## config.mk

```make
export PLATFORM = sky130hd
export DESIGN_NAME = rread_backend
export DESIGN_NICKNAME = d
export VERILOG_FILES = /design/src/rtl/rread_pkg.sv /design/src/rtl/rread_table.sv /design/src/rtl/rread_unroll.sv /design/src/rtl/rread_collect.sv /design/src/rtl/rread_backend.sv
export SDC_FILE = /design/constraint.sdc
export NUM_CORES = 1
export LEC_CHECK = 0
export ABC_AREA = 1
export BUFFER_PORTS_ARGS = -buffer_cell sky130_fd_sc_hd__buf_2
export CORE_MARGIN = 10
export CORE_UTILIZATION = 40
export DETAILED_ROUTE_END_ITERATION = 7
export GPL_TIMING_DRIVEN = 0
export MAX_ROUTING_LAYER = met4
export PLACE_DENSITY = 0.62
export SYNTH_ARGS = -nofsm -noshare
export SYNTH_HDL_FRONTEND = slang
export SYNTH_SLANG_ARGS = --single-unit
```

## constraint.sdc

```tcl
create_clock -name clk -period 5.4 [get_ports clk]
set_input_delay 0.81 -clock clk [delete_from_list [all_inputs] [get_ports clk]]
set_output_delay 0.81 -clock clk [all_outputs]
set_load 0.02 [all_outputs]
```

## src/rtl/rread_pkg.sv

```systemverilog
package rread_pkg;
    localparam int BLK_LOG2  = 6;
    localparam int BLK_BYTES = 1 << BLK_LOG2;
endpackage

```

## src/rtl/rread_table.sv

```systemverilog
module rread_table #(
    parameter int N_XFER = 8,
    parameter int XID_W  = 3,
    parameter int CNT_W  = 11,
    parameter int ADDR_W = 32,
    parameter int SRC_W  = 4
) (
    input  logic              clk,
    input  logic              rst_n,
    input  logic              alloc_en,
    input  logic [CNT_W-1:0]  alloc_cnt,
    input  logic [ADDR_W-1:0] alloc_base,
    input  logic [SRC_W-1:0]  alloc_src,
    output logic              free_avail,
    output logic [XID_W-1:0]  alloc_id,
    input  logic [XID_W-1:0]  lk_id,
    output logic              lk_active,
    output logic [ADDR_W-1:0] lk_base,
    output logic [SRC_W-1:0]  lk_src,
    output logic              lk_last,
    input  logic              dec_en
);
    typedef struct packed {
        logic              act;
        logic [CNT_W-1:0]  rem;
        logic [ADDR_W-1:0] base;
        logic [SRC_W-1:0]  src;
    } slot_t;

    slot_t slot_d [N_XFER];
    slot_t slot_q [N_XFER];

    // lowest free slot
    always_comb begin
        free_avail = 1'b0;
        alloc_id   = '0;
        for (int i = N_XFER - 1; i >= 0; i--) begin
            if (!slot_q[i].act) begin
                free_avail = 1'b1;
                alloc_id   = XID_W'(i);
            end
        end
    end

    // lookup for the reply path
    always_comb begin
        lk_active = 1'b0;
        lk_base   = '0;
        lk_src    = '0;
        lk_last   = 1'b0;
        if (int'(lk_id) < N_XFER) begin
            lk_active = slot_q[lk_id].act;
            lk_base   = slot_q[lk_id].base;
            lk_src    = slot_q[lk_id].src;
            lk_last   = (slot_q[lk_id].rem == CNT_W'(1));
        end
    end

    always_comb begin
        for (int i = 0; i < N_XFER; i++) slot_d[i] = slot_q[i];
        if (dec_en && int'(lk_id) < N_XFER) begin
            if (slot_q[lk_id].rem == CNT_W'(1)) begin
                slot_d[lk_id].act = 1'b0;
                slot_d[lk_id].rem = '0;
            end else begin
                slot_d[lk_id].rem = slot_q[lk_id].rem - CNT_W'(1);
            end
        end
        if (alloc_en) begin
            slot_d[alloc_id].act  = 1'b1;
            slot_d[alloc_id].rem  = alloc_cnt;
            slot_d[alloc_id].base = alloc_base;
            slot_d[alloc_id].src  = alloc_src;
        end
    end

    always_ff @(posedge clk) begin
        if (!rst_n) begin
            for (int i = 0; i < N_XFER; i++) slot_q[i] <= '0;
        end else begin
            for (int i = 0; i < N_XFER; i++) slot_q[i] <= slot_d[i];
        end
    end


    dec_active_chk: assert property (@(posedge clk) disable iff (!rst_n)
        dec_en |-> lk_active);

    alloc_free_chk: assert property (@(posedge clk) disable iff (!rst_n)
        alloc_en |-> free_avail);
endmodule

```

## src/rtl/rread_unroll.sv

```systemverilog
module rread_unroll
    import rread_pkg::*;
#(
    parameter int XID_W  = 3,
    parameter int CNT_W  = 11,
    parameter int ADDR_W = 32
) (
    input  logic              clk,
    input  logic              rst_n,
    input  logic              start,
    input  logic [ADDR_W-1:0] start_raddr,
    input  logic [XID_W-1:0]  start_xid,
    input  logic [CNT_W-1:0]  start_nblk,
    output logic              busy,
    output logic              net_valid,
    input  logic              net_ready,
    output logic [ADDR_W-1:0] net_addr,
    output logic [XID_W-1:0]  net_xid,
    output logic [CNT_W-1:0]  net_off
);
    typedef struct packed {
        logic              busy;
        logic [ADDR_W-1:0] raddr;
        logic [XID_W-1:0]  xid;
        logic [CNT_W-1:0]  nblk;
        logic [CNT_W-1:0]  idx;
    } walk_t;

    walk_t walk_d, walk_q;

    always_comb begin
        walk_d = walk_q;
        if (start) begin
            walk_d.busy  = 1'b1;
            walk_d.raddr = start_raddr;
            walk_d.xid   = start_xid;
            walk_d.nblk  = start_nblk;
            walk_d.idx   = '0;
        end else if (walk_q.busy && net_ready) begin
            if (walk_q.idx == walk_q.nblk - CNT_W'(1)) walk_d.busy = 1'b0;
            else walk_d.idx = walk_q.idx + CNT_W'(1);
        end
    end

    always_ff @(posedge clk) begin
        if (!rst_n) walk_q <= '0;
        else        walk_q <= walk_d;
    end

    assign busy      = walk_q.busy;
    assign net_valid = walk_q.busy;
    assign net_addr  = walk_q.raddr + (ADDR_W'(walk_q.idx) << BLK_LOG2);
    assign net_xid   = walk_q.xid;
    assign net_off   = walk_q.idx;


    net_hold_chk: assert property (@(posedge clk) disable iff (!rst_n)
        (net_valid && !net_ready) |=> (net_valid && $stable(net_addr)
                                       && $stable(net_off) && $stable(net_xid)));

    net_step_chk: assert property (@(posedge clk) disable iff (!rst_n)
        (net_valid && net_ready) |=> (!net_valid || net_off == $past(net_off) + CNT_W'(1)));
endmodule

```

## src/rtl/rread_collect.sv

```systemverilog
module rread_collect
    import rread_pkg::*;
#(
    parameter int XID_W  = 3,
    parameter int CNT_W  = 11,
    parameter int ADDR_W = 32,
    parameter int SRC_W  = 4,
    parameter int DATA_W = 64
) (
    input  logic              clk,
    input  logic              rst_n,
    input  logic              rpl_valid,
    output logic              rpl_ready,
    input  logic [XID_W-1:0]  rpl_xid,
    input  logic [CNT_W-1:0]  rpl_off,
    input  logic [DATA_W-1:0] rpl_data,
    output logic [XID_W-1:0]  lk_id,
    input  logic              lk_active,
    input  logic [ADDR_W-1:0] lk_base,
    input  logic [SRC_W-1:0]  lk_src,
    input  logic              lk_last,
    output logic              dec_en,
    output logic              mem_valid,
    input  logic              mem_ready,
    output logic [ADDR_W-1:0] mem_addr,
    output logic [DATA_W-1:0] mem_data,
    output logic              cpl_valid,
    input  logic              cpl_ready,
    output logic [SRC_W-1:0]  cpl_dst,
    output logic [XID_W-1:0]  cpl_xid,
    output logic              err_flag
);
    typedef struct packed {
        logic             cvld;
        logic [SRC_W-1:0] cdst;
        logic [XID_W-1:0] cxid;
        logic             err;
    } coll_t;

    coll_t coll_d, coll_q;
    logic  slot_go;

    assign lk_id     = rpl_xid;
    assign slot_go   = !coll_q.cvld || cpl_ready;
    assign mem_valid = rpl_valid && lk_active && slot_go;
    assign mem_addr  = lk_base + (ADDR_W'(rpl_off) << BLK_LOG2);
    assign mem_data  = rpl_data;
    assign rpl_ready = lk_active ? (mem_ready && slot_go) : 1'b1;
    assign dec_en    = mem_valid && mem_ready;

    always_comb begin
        coll_d = coll_q;
        if (cpl_ready) coll_d.cvld = 1'b0;
        if (dec_en && lk_last) begin
            coll_d.cvld = 1'b1;
            coll_d.cdst = lk_src;
            coll_d.cxid = rpl_xid;
        end
        if (rpl_valid && !lk_active) coll_d.err = 1'b1;
    end

    always_ff @(posedge clk) begin
        if (!rst_n) coll_q <= '0;
        else        coll_q <= coll_d;
    end

    assign cpl_valid = coll_q.cvld;
    assign cpl_dst   = coll_q.cdst;
    assign cpl_xid   = coll_q.cxid;
    assign err_flag  = coll_q.err;


    err_sticky_chk: assert property (@(posedge clk) disable iff (!rst_n)
        err_flag |=> err_flag);

    drop_chk: assert property (@(posedge clk) disable iff (!rst_n)
        (rpl_valid && !lk_active) |-> (rpl_ready && !mem_valid));

    cpl_hold_chk: assert property (@(posedge clk) disable iff (!rst_n)
        (cpl_valid && !cpl_ready) |=> (cpl_valid && $stable(cpl_dst) && $stable(cpl_xid)));
endmodule

```

## src/rtl/rread_backend.sv

```systemverilog
module rread_backend
    import rread_pkg::*;
#(
    parameter int ADDR_W = 32,
    parameter int LEN_W  = 16,
    parameter int SRC_W  = 4,
    parameter int DATA_W = 64,
    parameter int N_XFER = 8,
    localparam int XID_W = $clog2(N_XFER),
    localparam int CNT_W = LEN_W - BLK_LOG2 + 1
) (
    input  logic              clk,
    input  logic              rst_n,
    input  logic              req_valid,
    output logic              req_ready,
    input  logic [ADDR_W-1:0] req_raddr,
    input  logic [ADDR_W-1:0] req_laddr,
    input  logic [LEN_W-1:0]  req_len,
    input  logic [SRC_W-1:0]  req_src,
    output logic              net_valid,
    input  logic              net_ready,
    output logic [ADDR_W-1:0] net_addr,
    output logic [XID_W-1:0]  net_xid,
    output logic [CNT_W-1:0]  net_off,
    input  logic              rpl_valid,
    output logic              rpl_ready,
    input  logic [XID_W-1:0]  rpl_xid,
    input  logic [CNT_W-1:0]  rpl_off,
    input  logic [DATA_W-1:0] rpl_data,
    output logic              mem_valid,
    input  logic              mem_ready,
    output logic [ADDR_W-1:0] mem_addr,
    output logic [DATA_W-1:0] mem_data,
    output logic              cpl_valid,
    input  logic              cpl_ready,
    output logic [SRC_W-1:0]  cpl_dst,
    output logic [XID_W-1:0]  cpl_xid,
    output logic              err_flag
);
    logic              free_avail, walk_busy, take;
    logic [XID_W-1:0]  new_id, lk_id;
    logic [LEN_W:0]    len_sum;
    logic [CNT_W-1:0]  blk_cnt;
    logic              lk_active, lk_last, dec_en;
    logic [ADDR_W-1:0] lk_base;
    logic [SRC_W-1:0]  lk_src;

    assign len_sum   = {1'b0, req_len} + (LEN_W + 1)'(BLK_BYTES - 1);
    assign blk_cnt   = (req_len == '0) ? CNT_W'(1) : CNT_W'(len_sum >> BLK_LOG2);
    assign req_ready = free_avail && !walk_busy;
    assign take      = req_valid && req_ready;

    rread_table #(
        .N_XFER(N_XFER), .XID_W(XID_W), .CNT_W(CNT_W),
        .ADDR_W(ADDR_W), .SRC_W(SRC_W)
    ) u_table (
        .clk        (clk),
        .rst_n      (rst_n),
        .alloc_en   (take),
        .alloc_cnt  (blk_cnt),
        .alloc_base (req_laddr),
        .alloc_src  (req_src),
        .free_avail (free_avail),
        .alloc_id   (new_id),
        .lk_id      (lk_id),
        .lk_active  (lk_active),
        .lk_base    (lk_base),
        .lk_src     (lk_src),
        .lk_last    (lk_last),
        .dec_en     (dec_en)
    );

    rread_unroll #(
        .XID_W(XID_W), .CNT_W(CNT_W), .ADDR_W(ADDR_W)
    ) u_unroll (
        .clk         (clk),
        .rst_n       (rst_n),
        .start       (take),
        .start_raddr (req_raddr),
        .start_xid   (new_id),
        .start_nblk  (blk_cnt),
        .busy        (walk_busy),
        .net_valid   (net_valid),
        .net_ready   (net_ready),
        .net_addr    (net_addr),
        .net_xid     (net_xid),
        .net_off     (net_off)
    );

    rread_collect #(
        .XID_W(XID_W), .CNT_W(CNT_W), .ADDR_W(ADDR_W),
        .SRC_W(SRC_W), .DATA_W(DATA_W)
    ) u_collect (
        .clk       (clk),
        .rst_n     (rst_n),
        .rpl_valid (rpl_valid),
        .rpl_ready (rpl_ready),
        .rpl_xid   (rpl_xid),
        .rpl_off   (rpl_off),
        .rpl_data  (rpl_data),
        .lk_id     (lk_id),
        .lk_active (lk_active),
        .lk_base   (lk_base),
        .lk_src    (lk_src),
        .lk_last   (lk_last),
        .dec_en    (dec_en),
        .mem_valid (mem_valid),
        .mem_ready (mem_ready),
        .mem_addr  (mem_addr),
        .mem_data  (mem_data),
        .cpl_valid (cpl_valid),
        .cpl_ready (cpl_ready),
        .cpl_dst   (cpl_dst),
        .cpl_xid   (cpl_xid),
        .err_flag  (err_flag)
    );


    accept_start_chk: assert property (@(posedge clk) disable iff (!rst_n)
        take |=> net_valid);
endmodule

```

==> metrics.md, run 1 <==
| Metric | Value |
|---|---|
| Post-synth EDFFs | 0 |
| Final min period | 5.20 ns |
| Clk slew on worst S/H paths | 0.06 ns |
| Cell area after synthesis | 0.0230 mm² |
| Post-Syn Area per Cell | 6.93 µm² |
| Slew @ Worst Pin | 1.42 ns |
| ANT nets after route | 0 |
| CTS Root Cell | clkbuf_16 |
| Placed Cells | 4331 |
| Final Skew | 0.0435 ns |
| Flops & latches, synth | 451 |
| Hold_buf cts | 0 |
| Worst setup SP type | input pin |
| Slew headroom | 4.65% |
| Syn. warnings | 0 |
| Complex-gate fraction of the synthesized area | 22.7% |
| Final wirelength | 98.3 mm |
| Fillers | 5939 |
| First-pass GRT wire length | 142 mm |
| Vias in the first global route | 22290 |
| Layout cells sized above 1 | 15.7% |
| Core area | 0.0566 mm² |
| Synth Flop Type | dfxtp_1 |
| Max cap viols | 0 |
| Final Hold Viols | 0 |
| Initial DRC count | 2878 |
| Largest net degree at the start of global routing | 20 |
| Post-place instance area | 0.0252 mm² |
| Hold WS | 0.416 ns |
| PortBufs | 257 |
| Gpl congestion | 0.987 |
| GRT Overall Usage | 28.5% |
| Distinct cell type count after synthesis | 53 |
| Synth Area in XOR/XNOR | 2.87% |
| Full die area | 0.0674 mm² |
| Maximum clock rate | 192 MHz |
| Syn Nets | 3514 |
| Max-slew violations | 0 |
| Worst Slack Setup Final | 0.199 ns |
| Net count, final | 3825 |
| Worst skew pair latency | 0.63 ns |
| Count leader, synth | nand2_1 |
| Cell taking the most area after synthesis | dfxtp_1 |
| CTS Buf Count | 48 |
| Non-filler instance count after layout | 4435 |
| Row cnt | 87 |
| Critical Path End Type | output port |
| Avg WL per Cell | 22.2 µm |
| Worst setup path category | in -> out |
| Share of the synthesized area in the top cell type | 39.3% |
| Vert. Die Dim | 260 µm |
| Drt drc | 0 |
| Critical Path RT | 4.59 ns |
| Post-Synth Adder-Cell Area | 1.59% |
| Sink Count | 451 |
| Multiplexer share of the synthesized area | 0% |
| CTS tree | done |
| Commonest cells post-synth | nand2_1 (654), dfxtp_1 (451), o21ai_0 (444) |
| Seq/Total Area, Yosys | 39.3% |
| Simple-gate area share of the yosys netlist | 21.8% |
| Leakage | 11.5 nW |
| Grt total ovfl | 0 |
| TNS Setup | 0 ns |
| Largest cells by area after synthesis | dfxtp_1 (39%), nand2_1 (11%), o21ai_0 (9.7%) |
| Routed vias/inst | 5.49 |
| Area Overhead vs Synth | 18.6% |
| DP HPWL | 69.9 mm |
| DRT Pass-1 Iters | 8 |
| Initial Util | 40.6% |
| FFs w/ async S/R, synth | 0% |
| Antenna violations before repair | 10 |
| VDD IR max | 0.222 mV |
| Final instance area | 0.0273 mm² |
| H-tree depth | 2 |
| Outcome | completed |
| Main combinational cell family by area after synthesis | compound AO/OA/AOI/OAI gates |
| Longest Clk Path Bufs | 3 |
| # IOs | 324 |
| Final Cycle Share | 96.3% |
| Max Fanout on Critical Path | 19 |
| Die Wd | 260 µm |
| Worst hold path class | in -> reg |
| Cell Pwr Density | 299 mW/mm² |
| Pre-CTS setup slack | -0.935 ns |
| Final Setup Violations | 0 |
| Syn Inst Count | 3317 |
| Worst path arrival time | 4.39 ns |
| Routed via count | 24332 |
## placed cells by master (no fill, tap or decap), drive strengths merged, types with 6 or more instances in the layout
master,count
a21oi,371
a221oi,26
a22o,23
a22oi,14
buf,404
clkbuf,207
clkinv,13
dfxtp,451
diode,12
ha,26
inv,315
nand2,658
nand3,89
nand3b,11
nand4,25
nor2,381
nor3,23
o2111ai,13
o21ai,454
o21bai,6
o22ai,49
xnor2,22
xor2,49
## report_power, final
group / internal (mW) / switching, mW / total (mW)
clock network: 2.12 / 1.49 / 3.61
registers: 3.42 / 0.0538 / 3.47
logic: 0.322 / 0.750 / 1.07
total: 5.87 / 2.29 / 8.16
## layer usage
metal	GRT usage (%)	vias up	part of all wire, %
li1	-	11475	-
met1	36.1	11284	40
met2	43.3	1308	45
met3	4.97	265	10
met4	14.0	0	4.9
met5	-	-	0
## cells by family after synthesis
kind of cell,after synthesis
adder cells (fa/ha/maj),28
AND/OR/NAND/NOR,1199
AO/OA/AOI/OAI,968
buffers and inverters,599
flip-flops,451
XOR/XNOR,72
## repair_timing
| item | in CTS | in global routing |
|---|---|---|
| gates cloned | 1 | 0 |
| pin swaps | 2 | 5 |
| endpoints found under the setup margin | 23 | 14 |
| buffers inserted | 4 | 6 |
| resized for setup | 40 | 31 |
## layout make-up
cell class	instances	area (µm²)	area share (%)
Buffer	273	1550	5.68
Antenna cell	12	30.0	0.110
Multi-Input combinational cell	2267	11400	41.8
Inverter	318	1210	4.45
Clock inverter	19	240	0.881
Sequential cell	451	9030	33.1
Clock buffer	70	1470	5.38
Timing Repair Buffer	268	1380	5.07
Timing Repair inverter	1	5.00	0.0184
Tap cell	756	946	3.47
## path summary, 6_finish.rpt
kind	start	endpoint	slack [ns]	depth (start not counted)
hold reg to reg	u_table.slot_q[6][2]	u_table.slot_q[6][2]	0.45	2
hold / removal	req_raddr[19]	u_unroll.walk_q[44]	0.42	3
setup reg to reg	u_table.slot_q[2][47]	u_table.slot_q[6][45]	1.83	10
setup / recovery	rpl_xid[0]	mem_addr[24]	0.20	23
## worst max-delay path: stages
cell	delay, ns
buf_2	0.13
inv_2	0.08
buf_4	0.22
buf_6	0.18
nand2_2	0.15
inv_2	0.12
buf_8	0.21
buf_6	0.20
a221oi_2	0.31
nand2_1	0.14
ha_4	0.32
inv_1	0.04
o21bai_1	0.18
nand3_1	0.09
nand2_1	0.10
a21oi_1	0.07
nand2_1	0.12
nand2_1	0.07
nand2_1	0.15
nand3_2	0.16
nor2_1	0.15
xor2_1	0.16
buf_2	0.19
## flip-flops by register name, summed over array words and instances (netlist names)
| register | cells |
|---|---|
| u_table.slot_q | 384 |
| u_collect.cpl_valid | 1 |
| u_unroll.walk_q | 43 |
| u_unroll.net_off | 11 |
| u_collect.cpl_xid | 3 |
| u_unroll.net_xid | 3 |
| u_unroll.busy | 1 |
| u_collect.cpl_dst | 4 |
| u_collect.err_flag | 1 |
## metrics by stage
step | util, % | power [mW]
after floorplan | - | 4.16
after global placement | 44.5 | 4.57
after detailed placement | 44.6 | 4.57
after CTS | 47.8 | 8.11
after global routing | 48.1 | 8.37
final | 48.2 | 8.16
(Power assumes the default switching activity.)
==> inputs of run 2 (changes only) <==
BUFFER_PORTS_ARGS = -buffer_cell sky130_fd_sc_hd__buf_4   (was -buffer_cell sky130_fd_sc_hd__buf_2)
CTS_BUF_LIST = sky130_fd_sc_hd__clkbuf_4 sky130_fd_sc_hd__clkbuf_8   (was unset)
SYNTH_HIERARCHICAL = 1   (was unset)
==> run 2 against run 1 <==
Net effect:
- synthesized cell count up 3.6%
- cell count grew 3.7%
- clock skew decreased by 0.016 ns
- die area grew 1.3%
==> metrics.md, run 2 <==
| Metric | Value |
|---|---|
| Outcome | completed (unchanged) |
| Count leader, synth | nand2_1 (unchanged) |
| Hold_buf cts | 0 (unchanged) |
| Core area | 0.0577 mm² (was 0.0566 mm²) |
| Worst setup SP type | input pin (unchanged) |
| Final Cycle Share | 97.2% (was 96.3%) |
| Cell Pwr Density | 281 mW/mm² (was 299 mW/mm²) |
| Post-Syn Area per Cell | 6.77 µm² (was 6.93 µm²) |
| ANT nets after route | 0 (unchanged) |
| Syn Nets | 3635 (was 3514) |
| Vert. Die Dim | 261 µm (was 260 µm) |
| PortBufs | 259 (was 257) |
| DRT Pass-1 Iters | 6 (was 8) |
| GRT Overall Usage | 27.4% (was 28.5%) |
| Most frequent cells in the layout | nand2_1 (623), o21ai_0 (471), dfxtp_1 (451), nor2_1 (433), buf_4 (375) (was nand2_1 (652), dfxtp_1 (451), o21ai_0 (444), a21oi_1 (370), nor2_1 (364)) |
| R2r setup slk | 1.81 ns (was 1.83 ns) |
| Syn Inst Count | 3438 (was 3317) |
| Largest net degree at the start of global routing | 13 (was 20) |
| H-tree depth | 3 (was 2) |
| Commonest cells post-synth | nand2_1 (626), o21ai_0 (471), dfxtp_1 (451) (was nand2_1 (654), dfxtp_1 (451), o21ai_0 (444)) |
| Drt drc | 0 (unchanged) |
| VDD IR max | 0.196 mV (was 0.222 mV) |
| Worst skew pair latency | 0.67 ns (was 0.63 ns) |
| Final wirelength | 95.1 mm (was 98.3 mm) |
| Worst hold path class | in -> reg (unchanged) |
| Reg-to-reg startpoint | u_table/slot_q[1][47] (was u_table.slot_q[2][47]) |
| Net count, final | 3979 (was 3825) |
| Gpl congestion | 0.972 (was 0.987) |
| Fillers | 6041 (was 5939) |
| Commonest non-fill, non-tap cell in the layout | nand2_1 (unchanged) |
| Share of the synthesized area in the top cell type | 38.8% (was 39.3%) |
| Largest cells by area after synthesis | dfxtp_1 (39%), o21ai_0 (10%), nand2_1 (10%) (was dfxtp_1 (39%), nand2_1 (11%), o21ai_0 (9.7%)) |
| # IOs | 324 (unchanged) |
| Flops & latches, synth | 451 (unchanged) |
| Final Setup Violations | 0 (unchanged) |
| DP HPWL | 67.9 mm (was 69.9 mm) |
| FFs w/ async S/R, synth | 0% (unchanged) |
| Initial Util | 40.4% (was 40.6%) |
| Max cap viols | 0 (unchanged) |
| Largest Register | u_table/slot_q (was u_table.slot_q) |
| TNS Setup | 0 ns (unchanged) |
| Worst path arrival time | 4.44 ns (was 4.39 ns) |
| Final Skew | 0.0278 ns (was 0.0435 ns) |
| Area Overhead vs Synth | 20.1% (was 18.6%) |
| Critical Path End Type | output port (unchanged) |
| Slew headroom | 27.1% (was 4.65%) |
| Full die area | 0.0683 mm² (was 0.0674 mm²) |
| Avg WL per Cell | 20.7 µm (was 22.2 µm) |
| Antenna violations before repair | 4 (was 10) |
| CTS Root Cell | clkbuf_8 (was clkbuf_16) |
| Maximum clock rate | 190 MHz (was 192 MHz) |
| Layout cells sized above 1 | 16.3% (was 15.7%) |
| Row cnt | 88 (was 87) |
| Distinct cell type count after synthesis | 43 (was 53) |
| Sink Count | 451 (unchanged) |
| Routed via count | 24850 (was 24332) |
| Final min period | 5.25 ns (was 5.20 ns) |
| Max FFs per register | 384 (unchanged) |
| Finished Core Util | 48.5% (was 48.2%) |
| Leakage | 11.8 nW (was 11.5 nW) |
| Vias in the first global route | 23070 (was 22290) |
| Post-synth EDFFs | 0 (unchanged) |
| Unrepaired setup endpoints after global routing | true |
| Cell area after synthesis | 0.0233 mm² (was 0.0230 mm²) |
| Crit path from | rpl_xid[0] (unchanged) |
| Max-slew violations | 0 (unchanged) |
| Grt total ovfl | 0 (unchanged) |
| CTS Buf Count | 77 (was 48) |
| First-pass GRT wire length | 140 mm (was 142 mm) |
| Initial DRC count | 3154 (was 2878) |
| Clk slew on worst S/H paths | 0.05 ns (was 0.06 ns) |
| Longest Clk Path Bufs | 3 (unchanged) |
| Slew @ Worst Pin | 1.09 ns (was 1.42 ns) |
| Seq/Total Area, Yosys | 38.8% (was 39.3%) |
| Cell taking the most area after synthesis | dfxtp_1 (unchanged) |
| Hold Startpoint | req_raddr[30] (was req_raddr[19]) |
| Critical Path RT | 4.59 ns (about the same) |
| Final Hold Viols | 0 (unchanged) |
| Max Fanout on Critical Path | 10 (was 19) |
| Die Wd | 261 µm (was 260 µm) |
| Syn. warnings | 6 (was 0) |
| Routed vias/inst | 5.40 (was 5.49) |
| Synth Flop Type | dfxtp_1 (unchanged) |
| CTS tree | done (unchanged) |
| Worst setup path category | in -> out (unchanged) |
[run 2: cell count changes in the layout (fill, tap and decap cells not counted), sizes merged, moves of 15 or more]
cell,before,now
a221oi,26,43
nor2,381,464
a22oi,14,40
a22o,23,0
nand3,89,114
clkbuf,207,275
o21ai,454,477
nand2,658,643
a21oi,371,342
o22ai,49,25
inv,315,393
[run 2: cell type report]
type | count | area (µm²) | area share [%]
plain buffers | 279 | 1540 | 5.49
repair buffers | 267 | 2020 | 7.21
clock inverters | 9 | 85.1 | 0.304
diodes | 2 | 5.00 | 0.0179
clock buffers | 120 | 1510 | 5.39
multi-input cells | 2310 | 11300 | 40.5
flip-flops and latches | 451 | 9030 | 32.3
inverters | 396 | 1500 | 5.35
well taps | 765 | 957 | 3.42
[run 2: where the power goes]
| group | switching, mW | internal (mW) |
|---|---|---|
| Sequential | 0.0561 | 3.42 |
| Combinational | 0.750 | 0.368 |
| Clock | 1.46 | 1.81 |
[run 2: kinds of logic after synthesis]
| logic type | Yosys count | share of synthesized area (%) |
|---|---|---|
| XOR/XNOR | 54 | 2.06 |
| adder cells (fa/ha/maj) | 28 | 1.57 |
| AO/OA/AOI/OAI | 965 | 22.6 |
| flip-flops | 451 | 38.8 |
| AND/OR/NAND/NOR | 1263 | 22.2 |
| buffers and inverters | 677 | 12.8 |
[run 2: worst max-delay path, stage by stage]
cell and delay, ns:
buf_4 0.11, buf_4 0.12, buf_4 0.19, buf_4 0.23
nand2_4 0.21, clkbuf_2 0.45, o22ai_1 0.15, a221oi_2 0.34
o2111ai_1 0.25, ha_1 0.46, nand2_2 0.13, nor2_1 0.29
nand3_1 0.16, nand3_2 0.16, nand2_1 0.07, nand2_1 0.06
nand2_1 0.07, buf_4 0.16
[run 2: per-layer routing]
layer  part of all wire (%)  up-vias  GRT usage [%]
met5                      0        -              -
met4                    3.5        0           10.4
met3                     10      218           5.89
met2                     45     1315           42.0
met1                     42    11474           34.9
li1                       -    11843              -
[run 2: path summary, 6_finish.rpt]
path / endpoint / depth (start not counted)
max reg2reg: u_table/slot_q[6][24] / 13
max: mem_addr[21] / 18
min: u_unroll/walk_q[55] / 3
min reg2reg: u_table/slot_q[7][10] / 2
[run 2: metrics by stage]
step / setup slack (ns) / hold WS [ns] / power (mW) / instance area [µm²] / std cells
global route: -0.00966 / 0.347 / 8.15 / 28000 / 4598
global placement: -0.949 / 0.434 / 4.62 / 26200 / 4462
floorplan: 1.01 / 0.423 / 4.16 / 23300 / 3438
CTS: 0.0000719 / 0.332 / 7.86 / 27800 / 4589
finish: 0.151 / 0.372 / 7.87 / 28000 / 4599
detailed placement: -0.940 / 0.437 / 4.63 / 26200 / 4462
[run 2: what timing repair did]
action,4_1_cts,5_1_grt
resized for setup,26,34
pin swaps,0,1
setup buffers,0,8
setup endpoints to repair,34,30
